===== src/rtl/occ_pkg.sv =====
package occ_pkg;
  typedef enum logic [1:0] {
    COM_OFF = 2'b00,
    COM_TGL = 2'b01,
    COM_CLR = 2'b10,
    COM_SET = 2'b11
  } com_e;

  function automatic logic com_apply(input com_e mode, input logic cur);
    case (mode)
      COM_TGL: com_apply = ~cur;
      COM_CLR: com_apply = 1'b0;
      COM_SET: com_apply = 1'b1;
      default: com_apply = cur;
    endcase
  endfunction
endpackage


===== src/rtl/occ_cmp_store.sv =====
module occ_cmp_store #(
  parameter int W = 16
) (
  input  logic         clk,
  input  logic         rst,
  input  logic         is_pwm,
  input  logic         cmp_wr,
  input  logic [W-1:0] cmp_wdata,
  input  logic         tick,
  input  logic         upd_sel,
  input  logic         at_top,
  input  logic         at_bottom,
  output logic [W-1:0] act_q,
  output logic [W-1:0] buf_q,
  output logic         xfer
);
  logic upd_pt;
  assign upd_pt = upd_sel ? at_top : at_bottom;
  assign xfer   = is_pwm && tick && upd_pt;

  always_ff @(posedge clk) begin
    if (rst) begin
      act_q <= '0;
      buf_q <= '0;
    end else begin
      if (cmp_wr) buf_q <= cmp_wdata;
      if (cmp_wr && !is_pwm) act_q <= cmp_wdata;
      else if (xfer)         act_q <= buf_q;
    end
  end

  // active value moves only on a direct write or a transfer
  a_r2_active_hold: assert property (@(posedge clk) disable iff (rst)
    (!cmp_wr && !xfer) |=> $stable(act_q));

  // buffered write leaves the active value alone
  a_r3_buffered_write: assert property (@(posedge clk) disable iff (rst)
    (is_pwm && cmp_wr && !xfer) |=> $stable(act_q));
endmodule


===== src/rtl/occ_match.sv =====
module occ_match #(
  parameter int W = 16
) (
  input  logic         clk,
  input  logic         rst,
  input  logic         tick,
  input  logic [W-1:0] cnt,
  input  logic [W-1:0] cmp,
  input  logic         cnt_wr,
  input  logic         flag_clr,
  output logic         hit,
  output logic         flag_q
);
  logic block_q;

  assign hit = tick && (cnt == cmp) && !block_q;

  always_ff @(posedge clk) begin
    if (rst) begin
      block_q <= 1'b0;
      flag_q  <= 1'b0;
    end else begin
      if (cnt_wr)    block_q <= 1'b1;
      else if (tick) block_q <= 1'b0;
      if (hit)           flag_q <= 1'b1;
      else if (flag_clr) flag_q <= 1'b0;
    end
  end

  // a counter write suppresses the match of the next cycle
  a_r7_write_blocks: assert property (@(posedge clk) disable iff (rst)
    cnt_wr |=> !hit);

  // a match always leaves the flag set
  a_r4_flag_set: assert property (@(posedge clk) disable iff (rst)
    hit |=> flag_q);

  // set has priority over clear
  a_r8_set_wins: assert property (@(posedge clk) disable iff (rst)
    (hit && flag_clr) |=> flag_q);
endmodule


===== src/rtl/occ_wave.sv =====
module occ_wave
  import occ_pkg::*;
(
  input  logic clk,
  input  logic rst,
  input  com_e com,
  input  logic hit,
  input  logic force_strb,
  input  logic is_pwm,
  output logic level_q,
  output logic oc_en
);
  logic ev;
  assign ev    = hit || (force_strb && !is_pwm);
  assign oc_en = (com != COM_OFF);

  always_ff @(posedge clk) begin
    if (rst)     level_q <= 1'b0;
    else if (ev) level_q <= com_apply(com, level_q);
  end

  // disconnected action never moves the level
  a_r5_off_holds: assert property (@(posedge clk) disable iff (rst)
    (com == COM_OFF) |=> $stable(level_q));

  // force is ignored in PWM modes
  a_r6_pwm_force_ignored: assert property (@(posedge clk) disable iff (rst)
    (is_pwm && force_strb && !hit) |=> $stable(level_q));
endmodule


===== src/rtl/occ_top.sv =====
module occ_top
  import occ_pkg::*;
#(
  parameter int W = 16
) (
  input  logic         clk,
  input  logic         rst,
  input  logic         tick,
  input  logic [W-1:0] cnt,
  input  logic         cnt_wr,
  input  logic         is_pwm,
  input  logic         upd_sel,
  input  logic         at_top,
  input  logic         at_bottom,
  input  logic         cmp_wr,
  input  logic [W-1:0] cmp_wdata,
  input  logic [1:0]   com,
  input  logic         force_strb,
  input  logic         flag_clr,
  output logic [W-1:0] cmp_val,
  output logic [W-1:0] buf_val,
  output logic         match_flag,
  output logic         oc_level,
  output logic         oc_en
);
  logic hit;
  logic xfer;
  com_e com_m;
  assign com_m = com_e'(com);

  occ_cmp_store #(.W(W)) u_store (
    .clk(clk), .rst(rst), .is_pwm(is_pwm), .cmp_wr(cmp_wr),
    .cmp_wdata(cmp_wdata), .tick(tick), .upd_sel(upd_sel),
    .at_top(at_top), .at_bottom(at_bottom),
    .act_q(cmp_val), .buf_q(buf_val), .xfer(xfer)
  );

  occ_match #(.W(W)) u_match (
    .clk(clk), .rst(rst), .tick(tick), .cnt(cnt), .cmp(cmp_val),
    .cnt_wr(cnt_wr), .flag_clr(flag_clr), .hit(hit), .flag_q(match_flag)
  );

  occ_wave u_wave (
    .clk(clk), .rst(rst), .com(com_m), .hit(hit),
    .force_strb(force_strb), .is_pwm(is_pwm),
    .level_q(oc_level), .oc_en(oc_en)
  );

  // a forced event never raises the flag
  a_r6_force_no_flag: assert property (@(posedge clk) disable iff (rst)
    (force_strb && !hit && !match_flag) |=> !match_flag);

  // state is clear the cycle after reset
  a_r1_reset_clear: assert property (@(posedge clk)
    rst |=> (cmp_val == '0 && buf_val == '0 && !match_flag && !oc_level));
endmodule


===== config.mk =====
export PLATFORM = sky130hd
export DESIGN_NAME = occ_top
export DESIGN_NICKNAME = d
export VERILOG_FILES = /design/src/rtl/occ_pkg.sv /design/src/rtl/occ_cmp_store.sv /design/src/rtl/occ_match.sv /design/src/rtl/occ_wave.sv /design/src/rtl/occ_top.sv
export SDC_FILE = /design/constraint.sdc
export NUM_CORES = 1
export LEC_CHECK = 0
export ABC_AREA = 1
export BUFFER_PORTS_ARGS = -buffer_cell sky130_fd_sc_hd__buf_2
export CAP_MARGIN = 0
export CELL_PAD_IN_SITES_DETAIL_PLACEMENT = 1
export CELL_PAD_IN_SITES_GLOBAL_PLACEMENT = 2
export CORE_MARGIN = 1
export CORE_UTILIZATION = 26
export DETAILED_ROUTE_END_ITERATION = 12
export PLACE_DENSITY_LB_ADDON = 0.1
export SETUP_SLACK_MARGIN = 0.2
export SLEW_MARGIN = 10
export SYNTH_ARGS = -nofsm -noshare
export SYNTH_HDL_FRONTEND = slang
export SYNTH_HIERARCHICAL = 1
export SYNTH_SLANG_ARGS = --single-unit

===== constraint.sdc =====
create_clock -name clk -period 2.18 [get_ports clk]
set_input_delay 0 -clock clk [delete_from_list [all_inputs] [get_ports clk]]
set_output_delay 0 -clock clk [all_outputs]
set_load 0.02 [all_outputs]

# Word-level counts from Yosys, hierarchy flattened
# Index checks and enable logic that the tools add are counted.
[classes]
n_eq_ne = 4
n_mux = 8
bitwise_logic = 1
reduce_logical = 15
[ops]
columns = ["op", "n"]
rows = [
  ["2-to-1 mux 16 bit", 2],
  ["equality test 16 bit", 1],
  ["nonzero test 2 bit", 4],
  ["logical AND 1 bit", 6],
  ["2-to-1 mux 1 bit", 5],
  ["equality test 2 bit, second input constant", 2],
  ["case mux 1 bit (3 select lines)", 1],
  ["nonzero test 3 bit", 1],
  ["equality test 2 x 1 -> 1 bit, second input constant", 1],
  ["zero test 1 bit", 2],
  ["AND reduction 2 bit", 1],
  ["logical OR 1 bit", 1],
  ["inverter 1 bit", 1],
]
[word_totals]
register_bits = 35
in_bits = 45
out_inout_bits = 35

# Logic depth before layout (Yosys ltp)
# Gate-level depths: netlist of run 1.
[logic_depth]
word_depth = 5
mapped_depth = 11
ltp_nobuf = 11

# Modules after synthesis
# The synthesis of run 1 kept the hierarchy.
[modules_own_cells]
columns = ["module", "n_inst", "cells_per_inst", "area_each_um2", "seq_area_each_um2"]
rows = [
  ["occ_cmp_store", 1, 237, 1560.2, 640.6],
  ["occ_match", 1, 104, 480.5, 40.0],
  ["occ_wave", 1, 13, 71.3, 20.0],
]

# Worst setup path before layout of run 1
# OpenSTA, ideal clock, no wires.
[synth_path]
path_type = "register -> register"
start = "register u_store.act_q[11]"
end = "register u_wave.level_q"
setup_ns = 0.066
arrival_time_ns = 1.293
t_required_ns = 2.114
path_slack_ns = 0.821
stages_incl_launch_ff = 12
path_buffers = 0
path_cell_list = "dfxtp_1 -> inv_1 -> or2_2 -> nand4_1 -> nor2_1 -> nand3_1 -> nor2_1 -> inv_1 -> nand2_1 -> nand2_1 -> nand2_1 -> a21oi_2"
[synth_between]
elab_chain_len = 5
[synth_lines]
columns = ["item", "line_no", "rtl"]
rows = [
  ["start: declaration", "occ_cmp_store.sv:13", "output logic [W-1:0] act_q,"],
  ["start signal: assignment", "occ_cmp_store.sv:27", "if (cmp_wr && !is_pwm) act_q <= cmp_wdata;"],
  ["start signal: assignment", "occ_cmp_store.sv:28", "else if (xfer) act_q <= buf_q;"],
  ["equality test 16 bit", "occ_match.sv:16", "assign hit = tick && (cnt == cmp) && !block_q;"],
  ["logical AND 1 bit (2 in a row)", "occ_match.sv:16", ""],
  ["named net hit", "occ_top.sv:26", "logic hit;"],
  ["logical OR 1 bit", "occ_wave.sv:14", "assign ev = hit || (force_strb && !is_pwm);"],
  ["AND reduction 2 bit (no line)", "n/a", ""],
  ["end signal: assignment", "occ_wave.sv:19", "else if (ev) level_q <= com_apply(com, level_q);"],
  ["end: declaration", "occ_wave.sv:10", "output logic level_q,"],
]
# The timed path passes the listed nets, and every way through them passes these cells.
# A chain may end at the register's enable or synchronous reset.

# Worst setup path after layout of run 1
[layout_path]
start = "register u_store.act_q[4]"
end = "register u_match.flag_q"
[layout_between]
elab_chain_len = 4
elab_cells_between_ends = 5
cone_classes = "eq/ne (1); mux (1); reduce/logical (3)"
[layout_lines]
columns = ["item", "line_no", "rtl"]
rows = [
  ["equality test 16 bit *", "occ_match.sv:16", ""],
  ["logical AND 1 bit * (2 in a row)", "occ_match.sv:16", ""],
  ["2-to-1 mux 1 bit / nonzero test 2 bit (equally long branches)", "n/a", ""],
  ["end signal: assignment", "occ_match.sv:21", "flag_q <= 1'b0;"],
  ["end signal: assignment", "occ_match.sv:25", "if (hit) flag_q <= 1'b1;"],
  ["end signal: assignment", "occ_match.sv:26", "else if (flag_clr) flag_q <= 1'b0;"],
  ["end: declaration", "occ_match.sv:12", "output logic flag_q"],
]
# Mark *: on every way between the ends. The rest lies on a longest branch, timed or not.

==> results.py, run 1 <==
metrics = {
    "worst_setup_path": {
        "crit_start": "u_store/act_q[4]$_SDFFE_PP0P_",
        "crit_type": "reg -> reg",
        "slowest_stage": "dlygate4sd3_1",
        "cp_top_family": "buffers and inverters",
        "critPathMaxStageDelay_ns": 0.54,
        "arrival_ns": 1.90,
        "crit_fanout": 3,
        "end_kind": "flip-flop",
        "r2r_setup_slack_ns": 0.51,
        "crit_top_cell": "nand3_1",
        "cp_cell_sequence": "xnor2_1, nand3_1, nor2_1, nand3_1, a21oi_2, dlygate4sd3_1",
        "r2r-start": "u_store/act_q[4]$_SDFFE_PP0P_",
        "worst_setup_path_start_kind": "flip-flop",
        "critPathRequiredTime_ns": 2.41,
        "cp_num_buf_inv": 1,
    },
    "die": {
        "die_area_um2": 8470,
        "die_x_um": 92.1,
        "num_rows": 32,
        "ios": 80,
        "die_h_um": 92.1,
        "start_util_pct": 27.1,
        "core_um2": 7770,
    },
    "power_and_ir_drop": {
        "power.internal_mw": 1.16,
        "p_comb_share_pct": 26.4,
        "p_sw_share_pct": 32.5,
        "irDropWorstVdd_mv": 0.215,
        "clockPowerShare_pct": 31.0,
        "p_switching_uw": 557,
        "p_leak_nw": 1.58,
        "p_seq_share_pct": 42.5,
        "power_density_nw_per_um2": 601,
    },
    "global_routing": {
        "grt.overflow.total": 0,
        "antenna_found_initial": 0,
        "grt_pass1_vias": 2325,
        "grt.total_usage_pct": 16.6,
        "grt_first_pass_wirelength_um": 11200,
        "grt_max_degree": 38,
    },
    "detailed_routing": {
        "drt_iter0_markers": 74,
        "drtAntennaViolNets": 0,
        "routedWlPerCell_um": 12.3,
        "vias": 2374,
        "drt_wl_total_um": 6750,
        "drcViolationCount": 0,
        "drt_first_pass_iters": 4,
        "vias_per_cell": 4.32,
    },
    "placement": {
        "pre_cts_ws_ns": 0.729,
        "dp.cells": 522,
        "place_congestion": 0.791,
        "port_buffers": 79,
        "place_hpwl_um": 4940,
    },
    "clock_network": {
        "cts_resized": 0,
        "ctsHtreeMaxLevel": 2,
        "postCtsSetupBuffers": 0,
        "cts_buffers": 5,
        "clkTransAtPathRegs_ns": 0.08,
        "clkLatencyLatePin_ns": 0.29,
        "cts_max_path_buffers": 2,
        "holdBufCountCts": 19,
        "cts-root-buf": "clkbuf_8",
        "cts_sinks": 35,
        "cts_tree": "yes",
    },
    "timing": {
        "maxSlewHeadroom_pct": 62.5,
        "tightest_slew_ns": 0.562,
        "fmax_mhz": 599,
        "rsz0062_at_grt": "no",
        "hold_violations": 0,
        "setup_viol": 0,
        "timing.final.crit_share_pct": 76.6,
        "fin_ws_ns": 0.510,
        "fin_tns_setup_ns": 0,
        "fin_skew_ns": 0.00388,
        "slew_viol_final": 0,
        "period_minus_slack_ns": 1.67,
    },
    "cells_and_area": {
        "layout-drive-gt1-share_pct": 22.8,
        "nets": 491,
        "final_cells": 549,
        "diodes": 0,
        "syn2layout_area_growth_pct": 35.1,
        "fillers": 1064,
    },
    "synth": {
        "synth_nets": 398,
        "avgSynthCellArea_um2": 5.97,
        "synthCells": 353,
        "yosys_warnings": 6,
        "netlist_area_um2": 2110,
    },
    "run_status": {
        "outcome": "completed",
    },
    "worst_hold_path": {
        "min-delay-start": "com[0]",
        "hp-class": "in -> reg",
    },
    "run": {
        "cap_violations": 0,
    },
}
[layer usage]
metal | vias to the layer above | global-route usage [%] | share of wire [%] | routed length (um)
li1 | 1261 | - | - | -
met1 | 1059 | 22.7 | 51 | 3460
met2 | 50 | 27.4 | 44 | 3000
met3 | 4 | 2.32 | 3.6 | 240
met4 | 0 | 4.30 | 0.81 | 55
met5 | - | 0 | 0 | 0
[state kept, by name, indices dropped and copies added (netlist names)]
signal	flops
u_match/block_q	1
u_wave/level_q	1
u_store/buf_q	16
u_store/act_q	16
u_match/flag_q	1
[power by group through the flow]
stage | registers, mW | clock network, mW | logic [mW]
finish | 0.729 | 0.531 | 0.453
global route | 0.738 | 0.588 | 0.512
CTS | 0.730 | 0.559 | 0.460
detailed placement | 0.745 | 0 | 0.433
global placement | 0.743 | 0 | 0.430
floorplan | 0.793 | 0 | 0.231
[stage by stage]
step	power (mW)	instance area [um2]	hold slack, ns	utilization, %
after CTS	1.75	2850	0.0693	36.7
after global routing	1.84	2850	0.105	36.7
after global placement	1.17	2560	0.225	32.9
after detailed placement	1.18	2560	0.221	32.9
after floorplan	1.02	2110	0.0624	-
final	1.71	2850	0.0774	36.7
[cell type report]
type,instances,area (um2),share of cell area (%)
timing repair buffer,103,623,21.9
inverter,51,191,6.72
tap,102,128,4.48
sequential,35,701,24.6
multi-input combinational,250,1100,38.8
clock buffer,8,100,3.51
[worst register-to-register path, delay by kind of cell (launching register included)]
| family | cells | cell delay, ns |
|---|---|---|
| buffers and inverters | 1 | 0.54 |
| AND/OR/NAND/NOR | 3 | 0.37 |
| flip-flops | 1 | 0.35 |
| XOR/XNOR | 1 | 0.24 |
| AO/OA/AOI/OAI | 1 | 0.11 |
[worst paths after layout]
check                                 to  depth (start not counted)
max reg2reg  u_match/flag_q$_SDFFE_PP0P_                          6
max          u_match/flag_q$_SDFFE_PP0P_                          6
min          u_wave/level_q$_SDFFE_PP0P_                          5
min reg2reg  u_wave/level_q$_SDFFE_PP0P_                          2
[placed cells by master, fill, tap and decap left out]
master,instances
nand2_2,1
nand2_1,99
inv_1,50
nor2_1,65
buf_2,79
nand3_2,4
a21oi_2,2
a21oi_1,18
or2_2,2
nand3_1,32
buf_4,5
nand4_1,4
xnor2_1,4
dlygate4sd3_1,19
nor3_1,1
clkbuf_1,1
nor3b_2,1
o21ai_0,17
clkbuf_8,7
dfxtp_1,35
inv_2,1
Power figures use the tool's default switching activity.
==> run 2: changes to the inputs <==
--- a/config.mk
+++ b/config.mk
@@ -11,7 +11,7 @@
 export CELL_PAD_IN_SITES_DETAIL_PLACEMENT = 1
 export CELL_PAD_IN_SITES_GLOBAL_PLACEMENT = 2
 export CORE_MARGIN = 1
-export CORE_UTILIZATION = 26
+export CORE_UTILIZATION = 22
 export DETAILED_ROUTE_END_ITERATION = 12
 export PLACE_DENSITY_LB_ADDON = 0.1
 export SETUP_SLACK_MARGIN = 0.2
==> constraint.sdc (replaced) <==
create_clock -name clk -period 1.36 [get_ports clk]
set_input_delay 0 -clock clk [delete_from_list [all_inputs] [get_ports clk]]
set_output_delay 0 -clock clk [all_outputs]
set_load 0.02 [all_outputs]
==> results.py, run 2 (synthesis results as in run 1) <==
metrics = {
    "die": {
        "ios": 80,
        "start_util_pct": 22.8,
        "die_x_um": 99.9,
        "num_rows": 35,
        "core_um2": 9240,
        "die_h_um": 99.9,
        "die_area_um2": 9980,
    },
    "global_routing": {
        "met3_usage_pct": 2.86,
        "grt.overflow.total": 0,
        "grt.busiest_layer": "met2",
        "global_route.usage.met2_pct": 23.7,
        "grt.total_usage_pct": 14.9,
        "grt_pass1_vias": 2305,
        "grt_first_pass_wirelength_um": 11500,
        "antenna_found_initial": 0,
        "grt_max_degree": 37,
        "use_met1_pct": 20.4,
    },
    "cells_and_area": {
        "diodes": 0,
        "layout_commonest_cell": "nand2_1",
        "top_regs": "u_store/act_q: 16 flops, u_store/buf_q: 16 flops",
        "multiInputGateArea_um2": 1160,
        "fillers": 1248,
        "final_cell_mix": "nand2_1, buf_2, nor2_1",
        "regArea_um2": 739,
        "nets": 495,
        "syn2layout_area_growth_pct": 43.0,
        "layout-drive-gt1-share_pct": 30.8,
    },
    "clock_network": {
        "cts_max_path_buffers": 2,
        "cts_sinks": 35,
        "cts_tree": "yes",
        "cts-root-buf": "clkbuf_8",
        "clkLatencyLatePin_ns": 0.29,
        "cts_buffers": 5,
        "clkTransAtPathRegs_ns": 0.08,
        "ctsHtreeMaxLevel": 2,
        "holdBufCountCts": 17,
    },
    "timing": {
        "hold_violations": 3,
        "rsz0062_at_grt": "yes",
        "fin_skew_ns": 0.00995,
        "period_minus_slack_ns": 1.36,
        "slew_viol_final": 0,
        "fmax_mhz": 733,
        "fin_ws_ns": -0.00497,
        "tightest_slew_ns": 0.353,
        "maxSlewHeadroom_pct": 76.5,
        "setup_viol": 1,
        "timing.final.crit_share_pct": 100,
        "fin_tns_setup_ns": -0.00497,
        "fin_hold_ws_ns": -0.0569,
    },
    "worst_setup_path": {
        "r2r_setup_slack_ns": -0.005,
        "crit_fanout": 3,
        "cp-endpoint": "u_wave/level_q$_SDFFE_PP0P_",
        "r2r-start": "u_store/act_q[12]$_SDFFE_PP0P_",
        "worst_setup_path_start_kind": "flip-flop",
        "arrival_ns": 1.55,
        "end_kind": "flip-flop",
        "r2r_cells": 10,
        "crit_type": "reg -> reg",
        "reg2reg_to": "u_wave/level_q$_SDFFE_PP0P_",
        "crit_start": "u_store/act_q[12]$_SDFFE_PP0P_",
        "critPathRequiredTime_ns": 1.54,
    },
    "detailed_routing": {
        "drt_wl_total_um": 7150,
        "vias_per_cell": 4.09,
        "drt_first_pass_iters": 4,
        "vias": 2375,
        "drcViolationCount": 0,
        "drtAntennaViolNets": 0,
        "routedWlPerCell_um": 12.3,
        "drt_iter0_markers": 82,
    },
    "placement": {
        "place_congestion": 0.756,
        "place_hpwl_um": 5350,
        "port_buffers": 79,
    },
    "power_and_ir_drop": {
        "irDropWorstVdd_mv": 0.328,
        "p_leak_nw": 1.63,
        "power_mw": 2.75,
        "power_density_nw_per_um2": 911,
    },
    "run_status": {
        "outcome": "complete, but fails checks",
        "violations": "hold timing, setup timing",
    },
    "worst_hold_path": {
        "hp-class": "in -> reg",
    },
    "run": {
        "cap_violations": 0,
    },
}
run 2: what timing repair did:
| action | in CTS | in global routing |
|---|---|---|
| cloned | 0 | 0 |
| gates resized for setup | 1 | 18 |
| endpoints found under the hold margin | 19 | 3 |
| buffers inserted | 0 | 2 |
| endpoints found under the setup margin | 1 | 2 |
| pin swaps | 0 | 12 |
run 2: cell type report:
cell class / instances / share of cell area, %
tap: 129 / 5.35
clock buffer: 5 / 2.28
multi-input combinational: 250 / 38.6
inverter: 51 / 6.35
sequential: 35 / 24.5
clock inverter: 3 / 0.581
timing repair buffer: 107 / 22.3
run 2: per-layer routing:
metal,vias up,routed length [um]
met4,0,57
met3,7,253
li1,1275,-
met5,-,0
met1,1045,3570
met2,48,3260
run 2: report_power, final:
part / leakage, nW / total [mW] / switching [mW] / internal, mW
logic: 1.28 / 0.785 / 0.461 / 0.325
registers: 0.297 / 1.17 / 0.0663 / 1.10
clock network: 0.0488 / 0.791 / 0.431 / 0.360
total: 1.63 / 2.75 / 0.958 / 1.79
run 2: worst max-delay path, cell delays in order (launching register included):
cell	delay [ns]
dfxtp_4	0.36
xnor2_2	0.15
nand2_1	0.10
nor3b_2	0.16
nand3_1	0.10
nor2_2	0.10
inv_1	0.06
nand2_2	0.07
nand2_1	0.05
nand2_1	0.07
a21oi_2	0.05
run 2: how the worst min path moves through the flow:
| stage | startpoint | endpoint | slack, ns | cells past startpoint |
|---|---|---|---|---|
| 4_1_cts | rst | u_match/flag_q$_SDFFE_PP0P_ | -0.07 | 2 |
| 3_3_place_gp | cnt_wr | u_match/block_q$_SDFFE_PP0P_ | 0.21 | 3 |
| 3_5_place_dp | cnt_wr | u_match/block_q$_SDFFE_PP0P_ | 0.23 | 3 |
| 2_1_floorplan | rst | u_match/flag_q$_SDFFE_PP0P_ | 0.06 | 1 |
| 5_1_grt | rst | u_wave/level_q$_SDFFE_PP0P_ | -0.06 | 2 |
| 6_report | rst | u_match/flag_q$_SDFFE_PP0P_ | -0.06 | 2 |
run 2: through the flow:
step	utilization, %	instances	setup WS [ns]	instance area, um2	hold WS, ns
final	32.6	580	-0.00497	3010	-0.0569
after global routing	32.6	580	-0.133	3010	-0.0624
after global placement	29.2	553	-0.0348	2690	0.213
after CTS	32.0	578	-0.0485	2950	-0.0718
after floorplan	-	353	0.122	2160	0.0624
after detailed placement	29.2	553	-0.0586	2690	0.230
